File: config.mk
export PLATFORM = sky130hd
export DESIGN_NAME = adcConvSeq
export DESIGN_NICKNAME = d
export VERILOG_FILES = /design/src/rtl/adcConvSeqPkg.sv /design/src/rtl/adcSeqCtrl.sv /design/src/rtl/adcSeqData.sv /design/src/rtl/adcConvSeq.sv
export SDC_FILE = /design/constraint.sdc
export NUM_CORES = 1
export LEC_CHECK = 0
export ABC_CLOCK_PERIOD_IN_PS = 2700
export BUFFER_PORTS_ARGS = -buffer_cell sky130_fd_sc_hd__buf_2
export CAP_MARGIN = 20
export CORE_MARGIN = 1
export CORE_UTILIZATION = 55
export DETAILED_ROUTE_END_ITERATION = 10
export PLACE_DENSITY = 0.75
export SYNTH_ARGS = -nofsm -noshare
export SYNTH_HDL_FRONTEND = slang
export SYNTH_HIERARCHICAL = 1
export SYNTH_SLANG_ARGS = --single-unit
export TNS_END_PERCENT = 10
File: constraint.sdc
create_clock -name clk -period 2.7 [get_ports clk]
set_clock_uncertainty 0.05 [all_clocks]
set_input_delay 0.54 -clock clk [delete_from_list [all_inputs] [get_ports clk]]
set_output_delay 0.54 -clock clk [all_outputs]
set_load 0.05 [all_outputs]
File: src/rtl/adcConvSeqPkg.sv
package adcConvSeqPkg;

  typedef enum logic [1:0] {
    ST_IDLE  = 2'd0,
    ST_CONV  = 2'd1,
    ST_CAL   = 2'd2,
    ST_SLEEP = 2'd3
  } seqState_e;

  // mode field as received, M1 first
  typedef enum logic [1:0] {
    MD_SHORT = 2'b00,
    MD_CAL   = 2'b01,
    MD_SLEEP = 2'b10,
    MD_LONG  = 2'b11
  } modeCode_e;

  // strobes from control to datapath
  typedef struct packed {
    logic capture;   // take the analog level this falling edge
    logic shiftOn;   // present next result bit this falling edge
    logic bipolar;   // coding for capture
  } dpStrobe_t;

endpackage

File: src/rtl/adcSeqCtrl.sv
module adcSeqCtrl
  import adcConvSeqPkg::*;
#(
  parameter int RES_W         = 16,
  parameter int CTRL_W        = 8,
  parameter int SHORT_ACQ_END = 6,
  parameter int LONG_EXTRA    = 8,
  parameter int CAL_CYCLES    = 80000
) (
  input  logic      clk,
  input  logic      rstN,
  input  logic      shdnN,
  input  logic      sdi,
  output dpStrobe_t strobe,
  output logic      acqActive,
  output logic      rangeBip,
  output logic      calBusy,
  output logic      sleepFlag
);

  localparam int SHORT_PERIOD = CTRL_W + RES_W;
  localparam int LONG_PERIOD  = SHORT_PERIOD + LONG_EXTRA;
  localparam int CNT_W        = $clog2(LONG_PERIOD + 1);
  localparam int CAL_W        = $clog2(CAL_CYCLES + 1);
  localparam int RANGE_POS    = 1;
  localparam int M1_POS       = 2;
  localparam int M0_POS       = 3;
  localparam int LAST_CTRL    = CTRL_W - 1;

  seqState_e        state;
  logic [CNT_W-1:0] cnt;
  logic [CAL_W-1:0] calCnt;
  logic             longSel;
  logic             m1Reg;
  logic             calReq;
  logic             sleepReq;
  logic             rangeReg;

  logic [CNT_W-1:0] acqEnd;
  logic [CNT_W-1:0] periodEnd;
  logic [CNT_W-1:0] outFirst;
  logic             startOk;
  logic             convPhase;
  modeCode_e        modeNow;

  always_comb begin
    acqEnd    = longSel ? CNT_W'(SHORT_ACQ_END + LONG_EXTRA) : CNT_W'(SHORT_ACQ_END);
    periodEnd = longSel ? CNT_W'(LONG_PERIOD) : CNT_W'(SHORT_PERIOD);
    outFirst  = periodEnd - CNT_W'(RES_W - 1);
    startOk   = shdnN && sdi && (state != ST_CONV);
    convPhase = (state == ST_CONV) && !calReq;
    modeNow   = modeCode_e'({m1Reg, sdi});
  end

  always_ff @(posedge clk or negedge rstN) begin
    if (!rstN) begin
      state    <= ST_IDLE;
      cnt      <= '0;
      calCnt   <= '0;
      longSel  <= 1'b0;
      m1Reg    <= 1'b0;
      calReq   <= 1'b0;
      sleepReq <= 1'b0;
      rangeReg <= 1'b0;
    end else if (!shdnN) begin
      state  <= ST_IDLE;
      cnt    <= '0;
      calCnt <= '0;
    end else if (startOk) begin
      state    <= ST_CONV;
      cnt      <= CNT_W'(1);
      calCnt   <= '0;
      calReq   <= 1'b0;
      sleepReq <= 1'b0;
    end else begin
      case (state)
        ST_CONV: begin
          if (cnt == CNT_W'(RANGE_POS)) rangeReg <= sdi;
          if (cnt == CNT_W'(M1_POS))    m1Reg    <= sdi;
          if (cnt == CNT_W'(M0_POS)) begin
            case (modeNow)
              MD_SHORT: longSel <= 1'b0;
              MD_LONG:  longSel <= 1'b1;
              default:  ;
            endcase
            calReq   <= (modeNow == MD_CAL);
            sleepReq <= (modeNow == MD_SLEEP);
          end
          if (calReq && cnt == CNT_W'(LAST_CTRL)) begin
            state  <= ST_CAL;
            cnt    <= '0;
            calCnt <= '0;
          end else if (!calReq && cnt == periodEnd) begin
            state <= sleepReq ? ST_SLEEP : ST_IDLE;
            cnt   <= '0;
          end else begin
            cnt <= cnt + CNT_W'(1);
          end
        end
        ST_CAL: begin
          if (calCnt == CAL_W'(CAL_CYCLES - 1)) state <= ST_IDLE;
          else calCnt <= calCnt + CAL_W'(1);
        end
        default: ;
      endcase
    end
  end

  always_comb begin
    acqActive      = convPhase && (cnt <= acqEnd);
    strobe.capture = convPhase && (cnt == acqEnd);
    strobe.shiftOn = convPhase && (cnt >= outFirst);
    strobe.bipolar = rangeReg;
    rangeBip       = rangeReg;
    calBusy        = (state == ST_CAL);
    sleepFlag      = (state == ST_SLEEP) || !shdnN;
  end

endmodule

File: src/rtl/adcSeqData.sv
module adcSeqData
  import adcConvSeqPkg::*;
#(
  parameter int RES_W = 16
) (
  input  logic             clk,
  input  logic             rstN,
  input  dpStrobe_t        strobe,
  input  logic [RES_W-1:0] level,
  output logic             sdo
);

  localparam logic [RES_W-1:0] SIGN_FLIP = {1'b1, {(RES_W-1){1'b0}}};

  logic [RES_W-1:0] shReg;

  // falling-edge domain: capture, then shift out MSB first
  always_ff @(negedge clk or negedge rstN) begin
    if (!rstN) begin
      shReg <= '0;
      sdo   <= 1'b0;
    end else begin
      if (strobe.capture)
        shReg <= strobe.bipolar ? (level ^ SIGN_FLIP) : level;
      else if (strobe.shiftOn)
        shReg <= shReg << 1;
      sdo <= strobe.shiftOn ? shReg[RES_W-1] : 1'b0;
    end
  end

endmodule

File: src/rtl/adcConvSeq.sv
module adcConvSeq
  import adcConvSeqPkg::*;
#(
  parameter int RES_W         = 16,
  parameter int CTRL_W        = 8,
  parameter int SHORT_ACQ_END = 6,
  parameter int LONG_EXTRA    = 8,
  parameter int CAL_CYCLES    = 80000
) (
  input  logic             clk,
  input  logic             rstN,
  input  logic             shdnN,
  input  logic             sdi,
  input  logic [RES_W-1:0] anaLevel,
  output logic             sdo,
  output logic             acqActive,
  output logic             rangeBip,
  output logic             calBusy,
  output logic             sleepFlag
);

  dpStrobe_t strobe;

  adcSeqCtrl #(
    .RES_W(RES_W), .CTRL_W(CTRL_W), .SHORT_ACQ_END(SHORT_ACQ_END),
    .LONG_EXTRA(LONG_EXTRA), .CAL_CYCLES(CAL_CYCLES)
  ) ctrl_i (
    .clk(clk), .rstN(rstN), .shdnN(shdnN), .sdi(sdi),
    .strobe(strobe), .acqActive(acqActive), .rangeBip(rangeBip),
    .calBusy(calBusy), .sleepFlag(sleepFlag)
  );

  adcSeqData #(.RES_W(RES_W)) data_i (
    .clk(clk), .rstN(rstN), .strobe(strobe), .level(anaLevel), .sdo(sdo)
  );

endmodule

==> metrics.md <==
| Metric | Value |
|---|---|
| First-pass GRT wire length | `9873 µm` |
| Detailed-router iteration count before antenna repair | `4` |
| CTS tree | `yes` |
| Die H | `72.41 µm` |
| N_diodes | `0` |
| Inserted Clock Buffers | `5` |
| Initial antenna violation count | `0` |
| Std-Cell Rows | `25` |
| Clk slew on worst S/H paths | `0.09 ns` |
| Violated checks | `setup timing` |
| Layout cells sized above 1 | `29.25%` |
| Setup ws final | `-0.5625 ns` |
| Mapped cell area | `2726 µm²` |
| CTS max path bufs | `2` |
| Overall global routing resource usage | `24.24%` |
| CP Launch Type | `flip-flop` |
| Normalized max-slew margin | `58.90%` |
| Mux share of post-synthesis cell area | `6.654%` |
| Hold Buf Count CTS | `0` |
| Worst slew pin tran | `0.6165 ns` |
| Worst-skew pair later-pin latency | `0.30 ns` |
| Max cap viols | `0` |
| IO buf count | `24` |
| Worst r2r src | `ctrl_i/cnt[1]` |
| FF-to-FF path depth | `10` |
| Vias in the first global route | `2,114` |
| DRT iter0 DRCs | `159` |
| Sequential area share after synthesis | `43.14%` |
| R2R setup slack | `-0.56 ns` |
| Hold Slack | `0.1339 ns` |
| Initial Utilization | `57.34%` |
| Fill count | `365` |
| Avg Cell Area, Syn | `9.533 µm²` |
| Worst Hold Class | `in -> async` |
| Final Net Count | `366` |
| Mapped Cells | `286` |
| EDFF count, synth | `0` |
| Synth Area in Simple Gates | `20.38%` |
| Final hold vios | `0` |
| Post-Synth Adder-Cell Area | `5.874%` |
| Compound-Gate Fraction of Synth Area | `17.53%` |
| Peak supply drop | `0.2162 mV` |
| Setup_tns | `-8.803 ns` |
| XOR/XNOR share of the synthesized area | `1.927%` |
| Largest family of logic cells by synthesized area | `simple AND/OR/NAND/NOR gates` |
| CTS root buffer | `clkbuf_8` |
| Number of routed nets with antenna violations | `0` |
| DRC | `0` |
| Post-layout total power | `1.434 mW` |
| Synth Net Count | `318` |
| CP Class | `reg -> reg` |
| Total Wirelength | `6087 µm` |
| WP data required | `1.45 ns` |
| Global route total overflow | `0` |
| Routed len/inst | `15.14 µm` |
| Crit Path Max Fanout | `4` |
| Via density | `5.913` |
| RSZ-0062 raised after global routing | `true` |
| Final cell count without fillers | `402` |
| Setup-failing EPs final | `18` |
| Leakage power | `1.349 nW` |
| Die Area | `5242 µm²` |
| Clock sinks | `47` |
| Final Max Tran Viols | `0` |
| FFs w/ async S/R, synth | `100.0%` |
| Die Wd | `72.41 µm` |
| Post-DP HPWL | `4450 µm` |
| Main flop type after synthesis | `dfrtp_1` |
| Power per Cell Area | `434.5 nW/µm²` |
| CTS H-tree lvls | `2` |
| DR vias | `2,377` |
| Yosys warns | `6` |
| Placed cell count | `390` |
| Worst r2r dst | `data_i/shReg[9]` |
| GP Congestion | `0.8851` |
| Largest net degree at the start of global routing | `22` |
| IO Pins | `25` |
| Synth cell types | `59` |
| Outcome | `complete, but fails checks` |
| Worst setup EP type | `flip-flop` |
| Post-route cell area | `3299 µm²` |
| Cell Area, Placed | `3099 µm²` |
| Core Region | `4755 µm²` |
| Most frequent cells in the layout | `32 x nand2_1, 28 x dfrtp_1, 27 x buf_4` |
| FF+latch count, synth | `47` |
| Most common cell after layout, fill and taps aside | `nand2_1` |
| CP arrival | `2.01 ns` |
| Area growth from synthesis to final layout | `21.02%` |
-- flip-flops by register name, indices dropped and copies added (netlist names), 2 cells and up --
register       flops
ctrl_i/state       2
ctrl_i/calCnt     17
data_i/shReg      16
ctrl_i/cnt         6
-- metrics by stage --
stage	util, %	setup slack, ns
6_report	69.39	-0.5625
3_5_place_dp	65.18	-0.5330
4_1_cts	67.74	-0.5192
3_3_place_gp	65.18	-0.4495
5_1_grt	69.39	-0.6864
2_1_floorplan	-	-0.4997
-- where the power goes --
group          internal [mW]  switching, mW
registers              0.725         0.0192
clock network          0.244          0.253
logic                 0.0780          0.115
-- kinds of logic (layout without fill, tap and decap cells) --
kind of cell	Yosys count	after routing
and+or+nand+nor	106	106
AOI/OAI and AO/OA	74	74
DFF	47	47
buffers and inverters	22	71
muxes	18	18
adders and majority gates	13	13
xor gates and xnor gates	6	6
-- what timing repair did --
| action | in CTS | in global routing |
|---|---|---|
| cloned | 0 | 2 |
| gates resized for setup | 10 | 5 |
| setup buffers | 0 | 2 |
| pin swaps | 1 | 4 |
| endpoints found under the setup margin | 18 | 18 |
-- metal layers --
metal	global-route usage (%)	wire, µm	vias to the layer above
met3	5.000	351	6
met1	36.25	2862	1130
li1	-	-	1150
met2	36.66	2823	91
met5	0	0	-
met4	4.575	49	0
-- cell usage after synthesis, types with 3 or more instances --
| master | count | area (µm²) |
|---|---|---|
| and3_1 | 3 | 18.77 |
| buf_4 | 3 | 22.52 |
| ha_1 | 12 | 150.1 |
| a31oi_1 | 8 | 50.05 |
| a21oi_1 | 7 | 35.03 |
| o21ai_0 | 22 | 110.1 |
| dfrtn_1 | 17 | 425.4 |
| buf_2 | 4 | 20.02 |
| o21ai_1 | 10 | 50.05 |
| clkbuf_1 | 4 | 15.01 |
| dfrtp_1 | 30 | 750.7 |
| nand2_1 | 32 | 120.1 |
| nand4_1 | 6 | 37.54 |
| inv_1 | 7 | 26.28 |
| a41oi_1 | 3 | 26.28 |
| nor3_1 | 5 | 25.02 |
| xnor2_1 | 4 | 35.03 |
| nor2_1 | 20 | 75.07 |
| mux2i_1 | 17 | 170.2 |
| a211oi_1 | 6 | 45.04 |
| nand3_1 | 16 | 80.08 |
-- layout make-up --
cell class	instances	area, µm²	area share (%)
clock buffer	6	93.84	2.844
clock inverter	2	17.52	0.5309
inverter	8	30.03	0.9101
multi-input combinational	217	1485	45.01
sequential	47	1179	35.72
tap	67	83.83	2.541
timing repair buffer	55	410.4	12.44
-- worst max-delay path: stages, from the launching register on --
cell and delay [ns]:
dfrtp_1 0.39, inv_2 0.09, ha_4 0.13, nor2_2 0.04, a21oi_2 0.14, o21ai_2 0.07
a211oi_2 0.21, buf_4 0.19, clkbuf_16 0.15, mux2i_1 0.21, o21ai_1 0.08
-- worst max-delay path by stage --
stage / startpoint / end / slack (ns) / cells past startpoint
floorplan: ctrl_i/cnt[1] / data_i/shReg[15] / -0.50 / 10
global placement: ctrl_i/longSel / data_i/shReg[10] / -0.45 / 8
detailed placement: ctrl_i/longSel / data_i/shReg[15] / -0.53 / 8
CTS: ctrl_i/longSel / data_i/shReg[15] / -0.52 / 8
global route: ctrl_i/cnt[1] / data_i/shReg[12] / -0.69 / 10
finish: ctrl_i/cnt[1] / data_i/shReg[9] / -0.56 / 10
No activity file was read; power rests on OpenSTA's default activity.
